## src/rtl/sram_ctrl_pkg.sv

```systemverilog
package sram_ctrl_pkg;
  localparam int unsigned DW      = 16;
  localparam int unsigned LANE_W  = 8;
  localparam int unsigned NLANES  = DW / LANE_W;
  localparam int unsigned LANE_LO = 0;
  localparam int unsigned LANE_HI = 1;

  typedef enum logic [2:0] {
    ST_INIT_WAIT,
    ST_IDLE,
    ST_RD_ACCESS,
    ST_RD_CAPTURE,
    ST_WR_SETUP,
    ST_WR_PULSE,
    ST_WR_RECOVER
  } ctrl_state_e;

  function automatic logic st_is_read(ctrl_state_e s);
    return (s == ST_RD_ACCESS) || (s == ST_RD_CAPTURE);
  endfunction

  function automatic logic st_is_write(ctrl_state_e s);
    return (s == ST_WR_SETUP) || (s == ST_WR_PULSE) || (s == ST_WR_RECOVER);
  endfunction

  function automatic logic st_is_active(ctrl_state_e s);
    return st_is_read(s) || st_is_write(s);
  endfunction
endpackage

```

## src/rtl/sram_pwrup_timer.sv

```systemverilog
module sram_pwrup_timer #(
  parameter int unsigned CYCLES = 7500
) (
  input  logic clk_i,
  input  logic rst_ni,
  output logic done_o
);
  localparam int unsigned CW = (CYCLES < 2) ? 1 : $clog2(CYCLES);
  localparam logic [CW-1:0] LAST = CW'((CYCLES == 0) ? 0 : CYCLES - 1);

  logic [CW-1:0] cnt_q;
  logic          done_q;

  always_ff @(posedge clk_i or negedge rst_ni) begin
    if (!rst_ni) begin
      cnt_q  <= '0;
      done_q <= 1'b0;
    end else if (!done_q) begin
      if (cnt_q == LAST) done_q <= 1'b1;
      else               cnt_q  <= cnt_q + 1'b1;
    end
  end

  assign done_o = done_q;

  assert_done_sticky_R1: assert property (@(posedge clk_i) disable iff (!rst_ni)
    done_o |=> done_o);
endmodule

```

## src/rtl/sram_phase_timer.sv

```systemverilog
module sram_phase_timer #(
  parameter int unsigned CYCLES = 1
) (
  input  logic clk_i,
  input  logic rst_ni,
  input  logic start_i,
  output logic expired_o
);
  localparam int unsigned CW = (CYCLES < 2) ? 1 : $clog2(CYCLES);
  localparam logic [CW-1:0] LOAD = CW'((CYCLES == 0) ? 0 : CYCLES - 1);

  logic [CW-1:0] cnt_q;

  always_ff @(posedge clk_i or negedge rst_ni) begin
    if (!rst_ni)             cnt_q <= '0;
    else if (start_i)        cnt_q <= LOAD;
    else if (cnt_q != '0)    cnt_q <= cnt_q - 1'b1;
  end

  assign expired_o = (cnt_q == '0);
endmodule

```

## src/rtl/sram_rd_lanes.sv

```systemverilog
module sram_rd_lanes #(
  parameter int unsigned LANES = 2,
  parameter int unsigned LW    = 8
) (
  input  logic               clk_i,
  input  logic               rst_ni,
  input  logic               capture_i,
  input  logic [LANES-1:0]   lane_en_i,
  input  logic [LANES*LW-1:0] dq_i,
  output logic [LANES*LW-1:0] rdata_o
);
  for (genvar g = 0; g < LANES; g++) begin : g_lane
    logic [LW-1:0] lane_q;
    always_ff @(posedge clk_i or negedge rst_ni) begin
      if (!rst_ni)        lane_q <= '0;
      else if (capture_i) lane_q <= lane_en_i[g] ? dq_i[g*LW +: LW] : '0;
    end
    assign rdata_o[g*LW +: LW] = lane_q;
  end
endmodule

```

## src/rtl/sram_ctrl.sv

```systemverilog
module sram_ctrl
  import sram_ctrl_pkg::*;
#(
  parameter int unsigned AW        = 21,
  parameter int unsigned CLK_KHZ   = 50000,
  parameter int unsigned PWRUP_US  = 150,
  parameter int unsigned ACCESS_NS = 12
) (
  input  logic              clk_i,
  input  logic              rst_ni,
  input  logic              req_valid_i,
  output logic              req_ready_o,
  input  logic              req_we_i,
  input  logic [AW-1:0]     req_addr_i,
  input  logic [NLANES-1:0] req_be_i,
  input  logic [DW-1:0]     req_wdata_i,
  output logic              rsp_valid_o,
  output logic [DW-1:0]     rsp_rdata_o,
  output logic [AW-1:0]     sram_addr_o,
  output logic              sram_cs_no,
  output logic              sram_we_no,
  output logic              sram_oe_no,
  output logic              sram_ub_no,
  output logic              sram_lb_no,
  output logic [DW-1:0]     sram_dq_o,
  output logic              sram_dq_oe_o,
  input  logic [DW-1:0]     sram_dq_i
);
  localparam int unsigned PWRUP_CYC = PWRUP_US * CLK_KHZ / 1000;
  localparam int unsigned ACC_RAW   = (ACCESS_NS * CLK_KHZ + 999_999) / 1_000_000;
  localparam int unsigned ACC_CYC   = (ACC_RAW == 0) ? 1 : ACC_RAW;

  ctrl_state_e state_q, state_d;
  logic pwr_done, ph_start, ph_expired;
  logic accept, zero_mask, start_acc, zero_rd, capture;
  logic [NLANES-1:0] be_q, be_d, lane_en, rsp_be_q;
  logic [AW-1:0] addr_q;
  logic [DW-1:0] wdata_q;
  logic cs_n_q, we_n_q, oe_n_q, dq_oe_q, rsp_valid_q;
  logic [NLANES-1:0] strb_n_q, strb_n_d;

  sram_pwrup_timer #(.CYCLES(PWRUP_CYC)) u_pwrup (
    .clk_i  (clk_i),
    .rst_ni (rst_ni),
    .done_o (pwr_done)
  );

  sram_phase_timer #(.CYCLES(ACC_CYC)) u_phase (
    .clk_i     (clk_i),
    .rst_ni    (rst_ni),
    .start_i   (ph_start),
    .expired_o (ph_expired)
  );

  assign req_ready_o = (state_q == ST_IDLE);
  assign accept      = req_valid_i && req_ready_o;
  assign zero_mask   = (req_be_i == '0);
  assign start_acc   = accept && !zero_mask;
  assign zero_rd     = accept && zero_mask && !req_we_i;

  always_comb begin
    state_d = state_q;
    unique case (state_q)
      ST_INIT_WAIT:  if (pwr_done) state_d = ST_IDLE;
      ST_IDLE:       if (start_acc) state_d = req_we_i ? ST_WR_SETUP : ST_RD_ACCESS;
      ST_RD_ACCESS:  if (ph_expired) state_d = ST_RD_CAPTURE;
      ST_RD_CAPTURE: state_d = ST_IDLE;
      ST_WR_SETUP:   state_d = ST_WR_PULSE;
      ST_WR_PULSE:   if (ph_expired) state_d = ST_WR_RECOVER;
      ST_WR_RECOVER: state_d = ST_IDLE;
      default:       state_d = ST_IDLE;
    endcase
  end

  // Phase timer loads on entry to either strobe phase.
  assign ph_start = (start_acc && !req_we_i) || (state_q == ST_WR_SETUP);

  assign be_d = start_acc ? req_be_i : be_q;

  for (genvar g = 0; g < NLANES; g++) begin : g_strb
    assign strb_n_d[g] = !(st_is_active(state_d) && be_d[g]);
  end

  always_ff @(posedge clk_i or negedge rst_ni) begin
    if (!rst_ni) state_q <= ST_INIT_WAIT;
    else         state_q <= state_d;
  end

  always_ff @(posedge clk_i or negedge rst_ni) begin
    if (!rst_ni) begin
      addr_q  <= '0;
      wdata_q <= '0;
      be_q    <= '0;
    end else if (start_acc) begin
      addr_q  <= req_addr_i;
      wdata_q <= req_wdata_i;
      be_q    <= req_be_i;
    end
  end

  // Pin controls registered from the next state: no decode glitches at the pads.
  always_ff @(posedge clk_i or negedge rst_ni) begin
    if (!rst_ni) begin
      cs_n_q   <= 1'b1;
      we_n_q   <= 1'b1;
      oe_n_q   <= 1'b1;
      dq_oe_q  <= 1'b0;
      strb_n_q <= '1;
    end else begin
      cs_n_q   <= !st_is_active(state_d);
      we_n_q   <= (state_d != ST_WR_PULSE);
      oe_n_q   <= !st_is_read(state_d);
      dq_oe_q  <= st_is_write(state_d);
      strb_n_q <= strb_n_d;
    end
  end

  assign capture = (state_q == ST_RD_CAPTURE) || zero_rd;
  assign lane_en = (state_q == ST_RD_CAPTURE) ? be_q : '0;

  sram_rd_lanes #(.LANES(NLANES), .LW(LANE_W)) u_lanes (
    .clk_i     (clk_i),
    .rst_ni    (rst_ni),
    .capture_i (capture),
    .lane_en_i (lane_en),
    .dq_i      (sram_dq_i),
    .rdata_o   (rsp_rdata_o)
  );

  always_ff @(posedge clk_i or negedge rst_ni) begin
    if (!rst_ni) begin
      rsp_valid_q <= 1'b0;
      rsp_be_q    <= '0;
    end else begin
      rsp_valid_q <= capture;
      if (capture) rsp_be_q <= lane_en;
    end
  end

  assign rsp_valid_o  = rsp_valid_q;
  assign sram_addr_o  = addr_q;
  assign sram_dq_o    = wdata_q;
  assign sram_dq_oe_o = dq_oe_q;
  assign sram_cs_no   = cs_n_q;
  assign sram_we_no   = we_n_q;
  assign sram_oe_no   = oe_n_q;
  assign sram_lb_no   = strb_n_q[LANE_LO];
  assign sram_ub_no   = strb_n_q[LANE_HI];

  assert_init_no_access_R1: assert property (@(posedge clk_i) disable iff (!rst_ni)
    (state_q == ST_INIT_WAIT) |-> sram_cs_no);

  assert_idle_pins_R2: assert property (@(posedge clk_i) disable iff (!rst_ni)
    req_ready_o |-> (sram_cs_no && sram_we_no && sram_oe_no && !sram_dq_oe_o
                     && sram_ub_no && sram_lb_no));

  assert_rsp_standby_R3: assert property (@(posedge clk_i) disable iff (!rst_ni)
    rsp_valid_o |-> sram_cs_no);

  assert_we_setup_R4: assert property (@(posedge clk_i) disable iff (!rst_ni)
    $fell(sram_we_no) |-> $past(!sram_cs_no));

  assert_bus_held_R4: assert property (@(posedge clk_i) disable iff (!rst_ni)
    $rose(sram_we_no) |-> (sram_dq_oe_o && !sram_cs_no));

  assert_no_contention_R5: assert property (@(posedge clk_i) disable iff (!rst_ni)
    sram_dq_oe_o |-> (sram_oe_no && !sram_cs_no));

  assert_oe_needs_we_R5: assert property (@(posedge clk_i) disable iff (!rst_ni)
    !sram_oe_no |-> sram_we_no);

  for (genvar g = 0; g < NLANES; g++) begin : g_chk
    assert_zero_lane_R7: assert property (@(posedge clk_i) disable iff (!rst_ni)
      (rsp_valid_o && !rsp_be_q[g]) |-> (rsp_rdata_o[g*LANE_W +: LANE_W] == '0));
  end

  assert_zero_mask_R8: assert property (@(posedge clk_i) disable iff (!rst_ni)
    (accept && zero_mask) |=> sram_cs_no);

  assert_hold_stable_R9: assert property (@(posedge clk_i) disable iff (!rst_ni)
    (!sram_cs_no && $past(!sram_cs_no)) |->
      ($stable(sram_addr_o) && $stable(sram_ub_no) && $stable(sram_lb_no)
       && $stable(sram_dq_o)));

  assert_busy_not_ready_R10: assert property (@(posedge clk_i) disable iff (!rst_ni)
    !sram_cs_no |-> !req_ready_o);
endmodule

```

## config.mk

```make
export PLATFORM = sky130hd
export DESIGN_NAME = sram_ctrl
export DESIGN_NICKNAME = d
export VERILOG_FILES = /design/src/rtl/sram_ctrl_pkg.sv /design/src/rtl/sram_pwrup_timer.sv /design/src/rtl/sram_phase_timer.sv /design/src/rtl/sram_rd_lanes.sv /design/src/rtl/sram_ctrl.sv
export SDC_FILE = /design/constraint.sdc
export NUM_CORES = 1
export LEC_CHECK = 0
export BUFFER_PORTS_ARGS = -buffer_cell sky130_fd_sc_hd__buf_2
export CAP_MARGIN = 5
export CORE_MARGIN = 5
export CORE_UTILIZATION = 28
export DETAILED_ROUTE_END_ITERATION = 12
export GPL_TIMING_DRIVEN = 0
export HOLD_SLACK_MARGIN = 0.08
export PLACE_DENSITY = 0.54
export SETUP_SLACK_MARGIN = 0.2
export SYNTH_ARGS = -nofsm -noshare
export SYNTH_HDL_FRONTEND = slang
export SYNTH_SLANG_ARGS = --single-unit
```

## constraint.sdc

```tcl
create_clock -name clk_i -period 3.5 [get_ports clk_i]
set_clock_uncertainty 0.15 [all_clocks]
set_input_delay 0.175 -clock clk_i [delete_from_list [all_inputs] [get_ports clk_i]]
set_output_delay 0.175 -clock clk_i [all_outputs]
set_load 0.05 [all_outputs]
```

== Yosys cells after proc, flatten, opt, wreduce, memory -nomap -nowiden ==
Cells that the tools add are included.
Storage, ports and cells
  flip-flop bits (word level): 80
  input port bits: 59
Operators by class
  bitwise logic cells: 2
  reductions and logical operators: 22
  add/sub/neg operators: 2
  eq/ne operators: 12
  muxes and demuxes: 14
Operator list (number)
  $mux 8: 2
  $eq 3x3->1 const B: 5
  $mux 3: 5
  $pmux 3 s5: 1
  $add 13x1->13 const B: 1
  $eq 13x13->1 const B: 1
  $eq 3x2->1 const B: 4
  $logic_and 1x1->1: 7
  $logic_not 1->1: 6
  $logic_or 1x1->1: 6
  $mux 1: 4
  $mux 2: 2
  $eq 3x1->1 const B: 1
  $logic_not 3->1: 1
  $ne 3x3->1 const B: 1
  $logic_not 2->1: 1
  $not 1->1: 2
  $reduce_and 2->1: 1
  $sub 1x1->1 const B: 1

== Longest topological paths before layout ==
  word-level depth: 11
  mapped depth: 6
  mapped depth without buffers: 5

== Hierarchy ==
From an unflattened synthesis, not the netlist that was laid out.
Second synthesis, totals
  cells, all modules: 256
  area, all modules: 3285.7 um^2
Modules (own cells, without submodules)
  sram_ctrl: cells an instance 129, sequential area each 1232.4 um^2, area an instance 1960.6 um^2, times used 1
  sram_pwrup_timer: cells an instance 56, sequential area each 350.3 um^2, area an instance 665.6 um^2, times used 1
  sram_rd_lanes: cells an instance 69, sequential area each 400.4 um^2, area an instance 648.1 um^2, times used 1
  sram_phase_timer: cells an instance 2, sequential area each 0.0 um^2, area an instance 11.3 um^2, times used 1

== Worst setup path after synthesis ==
OpenSTA, ideal clock, no wires.
  path kind: reg-to-output
  from: reg state_q[2]
  to: out req_ready_o
  slack: 1.518 ns
  cell stages (with the launch flop): 3
  path buffers: 1
  data arrival time: 1.657 ns
  required time: 3.175 ns
  path through: dfrtp_1 -> buf_2 -> nor3b_1
Between the ends
  word-level cells in the longest chain between the ends: 1
Ends and longest elaborated chain
  start, declared: line sram_ctrl.sv:33  | ctrl_state_e state_q, state_d;
  start signal, assigned: line sram_ctrl.sv:86  | else state_q <= state_d;
  $eq 3x1->1: line sram_ctrl.sv:55  | assign req_ready_o = (state_q == ST_IDLE);
  end, declared: line sram_ctrl.sv:12  | output logic req_ready_o,
Every way passes these cells.

== Worst setup path after layout ==
  from: reg state_q[2]
  to: reg u_lanes.g_lane[0].lane_q[4]
Between the ends
  word-level cells in the longest chain between the ends: 5
  elaborated cells on any way between the ends: 8
  those cells by class: eq/ne (2); mux (2); reduce/logical (4)
Ends and longest elaborated chain
  $eq 3x1->1: line sram_ctrl.sv:55
  $logic_and 1x1->1: line sram_ctrl.sv:56  | assign accept = req_valid_i && req_ready_o;
  $logic_and 1x1->1 (2 in a row): line sram_ctrl.sv:59  | assign zero_rd = accept && zero_mask && !req_we_i;
  $logic_or 1x1->1: line sram_ctrl.sv:118  | assign capture = (state_q == ST_RD_CAPTURE) || zero_rd;
  end signal, assigned: line sram_rd_lanes.sv:16  | else if (capture_i) lane_q <= lane_en_i[g] ? dq_i[g*LW +: LW] : '0;
  end, declared: line sram_rd_lanes.sv:13  | logic [LW-1:0] lane_q;
Several ways; a longest one is shown, not always the timed one.
A chain may end at the register's enable or synchronous reset.

==> reports/metrics.yaml <==
sta:
  slew_violations: 0
  fin_hold_ws_ns: 0.183
  rsz0062_at_grt: "no"
  timing_hold_violations_final: 0
  timing_worst_slew_pin_value_ns: 0.515
  period_share_pct: 66.8
  timing.final.crit_period_ns: 2.34
  max_slew_margin_pct: 65.7
  setup-tns-final_ns: 0
  maximum_achievable_frequency_mhz: 428
  setup-violations-final: 0
drt:
  routed_wirelength_um: 8060
  viasPerCell: 4.33
  vias: 2540
  antenna_nets_post_route: 0
  detail_route.wl_per_cell_um: 13.7
  detail_route.first_pass.iterations: 4
  drt_iter0_drc: 114
  remaining_drc_errors: 0
yosys:
  yosys.area.top_type: "sky130_fd_sc_hd__dfrtp_1"
  synth_enable_flop_cells: 0
  synth_most_common_cell: "sky130_fd_sc_hd__dfrtp_1"
  synth_warn: 0
  yosys_register_bits: 79
  synth.top_cells.by_count: "74 x sky130_fd_sc_hd__dfrtp_1, 42 x sky130_fd_sc_hd__nand2_1, 29 x sky130_fd_sc_hd__mux2_1"
  post_synth_num_cell_types: 43
  post-synth-top-area-fraction_pct: 57.8
  syn_nets: 308
  synth_cells: 248
  synthTopCellsByArea: "sky130_fd_sc_hd__dfrtp_1 58%, sky130_fd_sc_hd__mux2_1 10%, sky130_fd_sc_hd__nand2_1 4.9%, sky130_fd_sc_hd__mux2_4 4.2%, sky130_fd_sc_hd__dfstp_2 4.1%"
  syn_avg_cell_area_um2: 12.9
  synth-main-ff-cell: "sky130_fd_sc_hd__dfrtp_1"
  ys_async_sr_fraction_pct: 100
  synthesis.area_um2: 3210
  seq_area_frac_synth_pct: 61.9
place:
  numPlacedInstances: 511
  place_congestion: 0.710
  dp_hpwl_um: 5520
  input_output_buffers: 119
cells_and_area:
  seq_area_um2: 1980
  drive_gt1_share_pct: 36.9
  antenna-diode-count: 0
  filler_cell_count: 1085
  syn2layout_area_growth_pct: 52.5
  final_net_count: 500
  area_of_combinational_cells_with_multiple_inputs_um2: 1130
  finish.cell_count_without_fillers: 587
  final_core_util_pct: 43.2
setup_path:
  cpPeakStageDelay_ns: 0.58
  cp-start-kind: "flop"
  crit_type: "flop to flop"
  critical_path_origin: "state_q[2]"
  crit_required_ns: 3.56
  crit_slowest_cell: "sky130_fd_sc_hd__dlygate4sd3_1"
  cp.arrival_ns: 2.39
  path_delay_family: "simple AND/OR/NAND/NOR gates"
  worst_setup_path_end_kind: "flop"
  cp_cell_sequence: "buf_2, and4bb_2, nor3b_4, o22ai_1, dlygate4sd3_1"
  worstPathBufferInverterCount: 2
  crit_fanout: 10
  reg_to_reg_startpoint: "state_q[2]"
clock_network:
  cts_max_level: 3
  clockRootBuffer: "sky130_fd_sc_hd__clkbuf_16"
  numCtsBuffers: 9
  tritoncts: "built"
  cts.sinks: 79
  post_cts.repair.setup_buffers: 0
  clock_tree.buffer_depth: 2
  clk_transition_reported_paths_ns: 0.06
  cts_repair_resize_count: 0
  skew_pair_late_insertion_delay_ns: 0.33
floorplanning:
  io_pins: 120
  core_region_area_um2: 11300
  die-area_um2: 13700
  fp-row-count: 39
  die_y_um: 117
  die_w_um: 117
  floorplan.initialDensity_pct: 28.3
worst_hold_path:
  timing.hold.worst.start: "req_valid_i"
  hold_path.class: "primary input to flop"
power:
  power.static_leakage_nw: 2.38
  max-vdd-ir-drop_mv: 0.430
  pwr_density_cell_nw_per_um2: 953
global_route:
  track_usage_pct: 12.3
  wire_length_of_the_first_global_routing_pass_um: 13200
  grt_antenna_before_repair: 0
  vias_in_the_first_global_route: 2714
  pin_count_of_the_biggest_net_entering_global_routing: 42
  grt_overflow_total: 0
status:
  run_status: "completed"
run:
  maxCapViolCount: 0
==> state kept, by name, indices dropped and copies added (netlist names) <==
signal and cells:
strb_n_q 2, sram_we_no 1, u_pwrup.done_o 1, be_q 2, state_q 3, u_lanes.g_lane.lane_q 16
rsp_valid_o 1, u_pwrup.cnt_q 13, sram_oe_no 1, sram_dq_oe_o 1, sram_dq_o 16, sram_cs_no 1
sram_addr_o 21
==> worst paths after layout <==
check / cells past startpoint / end / slack, ns
min: 4 / state_q[0] / 0.18
max in group asynchronous: 3 / strb_n_q[1] / 2.34
min reg2reg: 1 / u_pwrup.cnt_q[12] / 0.33
min in group asynchronous: 2 / u_pwrup.cnt_q[5] / 0.21
max: 5 / u_lanes.g_lane[0].lane_q[4] / 1.16
max reg2reg: 5 / u_lanes.g_lane[0].lane_q[4] / 1.16
==> timing repair <==
action	in CTS	in global routing
endpoints found under the setup margin	0	0
endpoints found under the hold margin	99	0
hold buffers	61	0
==> power by group <==
part	leakage, nW	internal, mW	switching (mW)
logic	1.27	0.665	1.70
clock network	0.138	0.514	0.352
registers	0.970	1.28	0.152
==> final cells by class <==
class	count	area share, %
sequential	79	40.6
timing repair buffer	181	25.1
multi-input combinational	152	23.2
clock buffer	12	5.25
tap	143	3.66
buffer	13	1.51
clock inverter	3	0.384
inverter	4	0.307
==> tightest hold or removal path, delay by kind of cell <==
family          cells  cell delay (ns)
compound gates      3             0.35
buf+inv             1             0.10
==> layout by cell type, fill, tap and decap left out, types with 2 or more instances in the layout <==
cell,instances
sky130_fd_sc_hd__buf_2,123
sky130_fd_sc_hd__dfrtp_1,74
sky130_fd_sc_hd__dlygate4sd3_1,61
sky130_fd_sc_hd__nand2_1,42
sky130_fd_sc_hd__mux2_1,29
sky130_fd_sc_hd__o22ai_1,16
sky130_fd_sc_hd__mux2_4,9
sky130_fd_sc_hd__clkbuf_16,9
sky130_fd_sc_hd__xnor2_1,7
sky130_fd_sc_hd__clkbuf_1,6
sky130_fd_sc_hd__nor2_1,6
sky130_fd_sc_hd__dfstp_2,5
sky130_fd_sc_hd__nand3_1,4
sky130_fd_sc_hd__xor2_1,4
sky130_fd_sc_hd__nor2b_1,3
sky130_fd_sc_hd__inv_1,3
sky130_fd_sc_hd__nand4_1,3
sky130_fd_sc_hd__a22o_1,2
sky130_fd_sc_hd__o21a_1,2
sky130_fd_sc_hd__o21ai_0,2
sky130_fd_sc_hd__buf_6,2
sky130_fd_sc_hd__nand3b_1,2
sky130_fd_sc_hd__buf_4,2
sky130_fd_sc_hd__clkinv_2,2
sky130_fd_sc_hd__clkbuf_8,2
==> per-stage QoR <==
stage | setup WS (ns) | power [mW] | instance area [um2]
after floorplan | 1.52 | 3.18 | 3210
after global placement | 1.48 | 3.71 | 3980
after detailed placement | 1.52 | 3.75 | 4000
after CTS | 1.19 | 4.72 | 4890
after global routing | 1.07 | 4.92 | 4890
final | 1.16 | 4.66 | 4890
==> metal layers <==
metal	up-vias	GRT usage [%]	routed length [um]
li1	1240	-	-
met5	-	0	0
met3	9	3.29	473
met2	65	20.7	4050
met1	1226	15.1	3420
met4	0	4.89	108
==> kinds of logic (layout without fill, tap and decap cells) <==
family | Yosys count | after routing | synth area share, %
adder cells (fa/ha/maj) | 1 | 1 | 0.390
XOR/XNOR | 11 | 11 | 3.01
AO/OA/AOI/OAI | 26 | 26 | 5.27
AND/OR/NAND/NOR | 75 | 75 | 11.9
multiplexers | 39 | 39 | 14.8
flip-flops | 79 | 79 | 61.9
buffers and inverters | 17 | 213 | 2.77
Note: power is estimated with default switching activity, not from simulation.
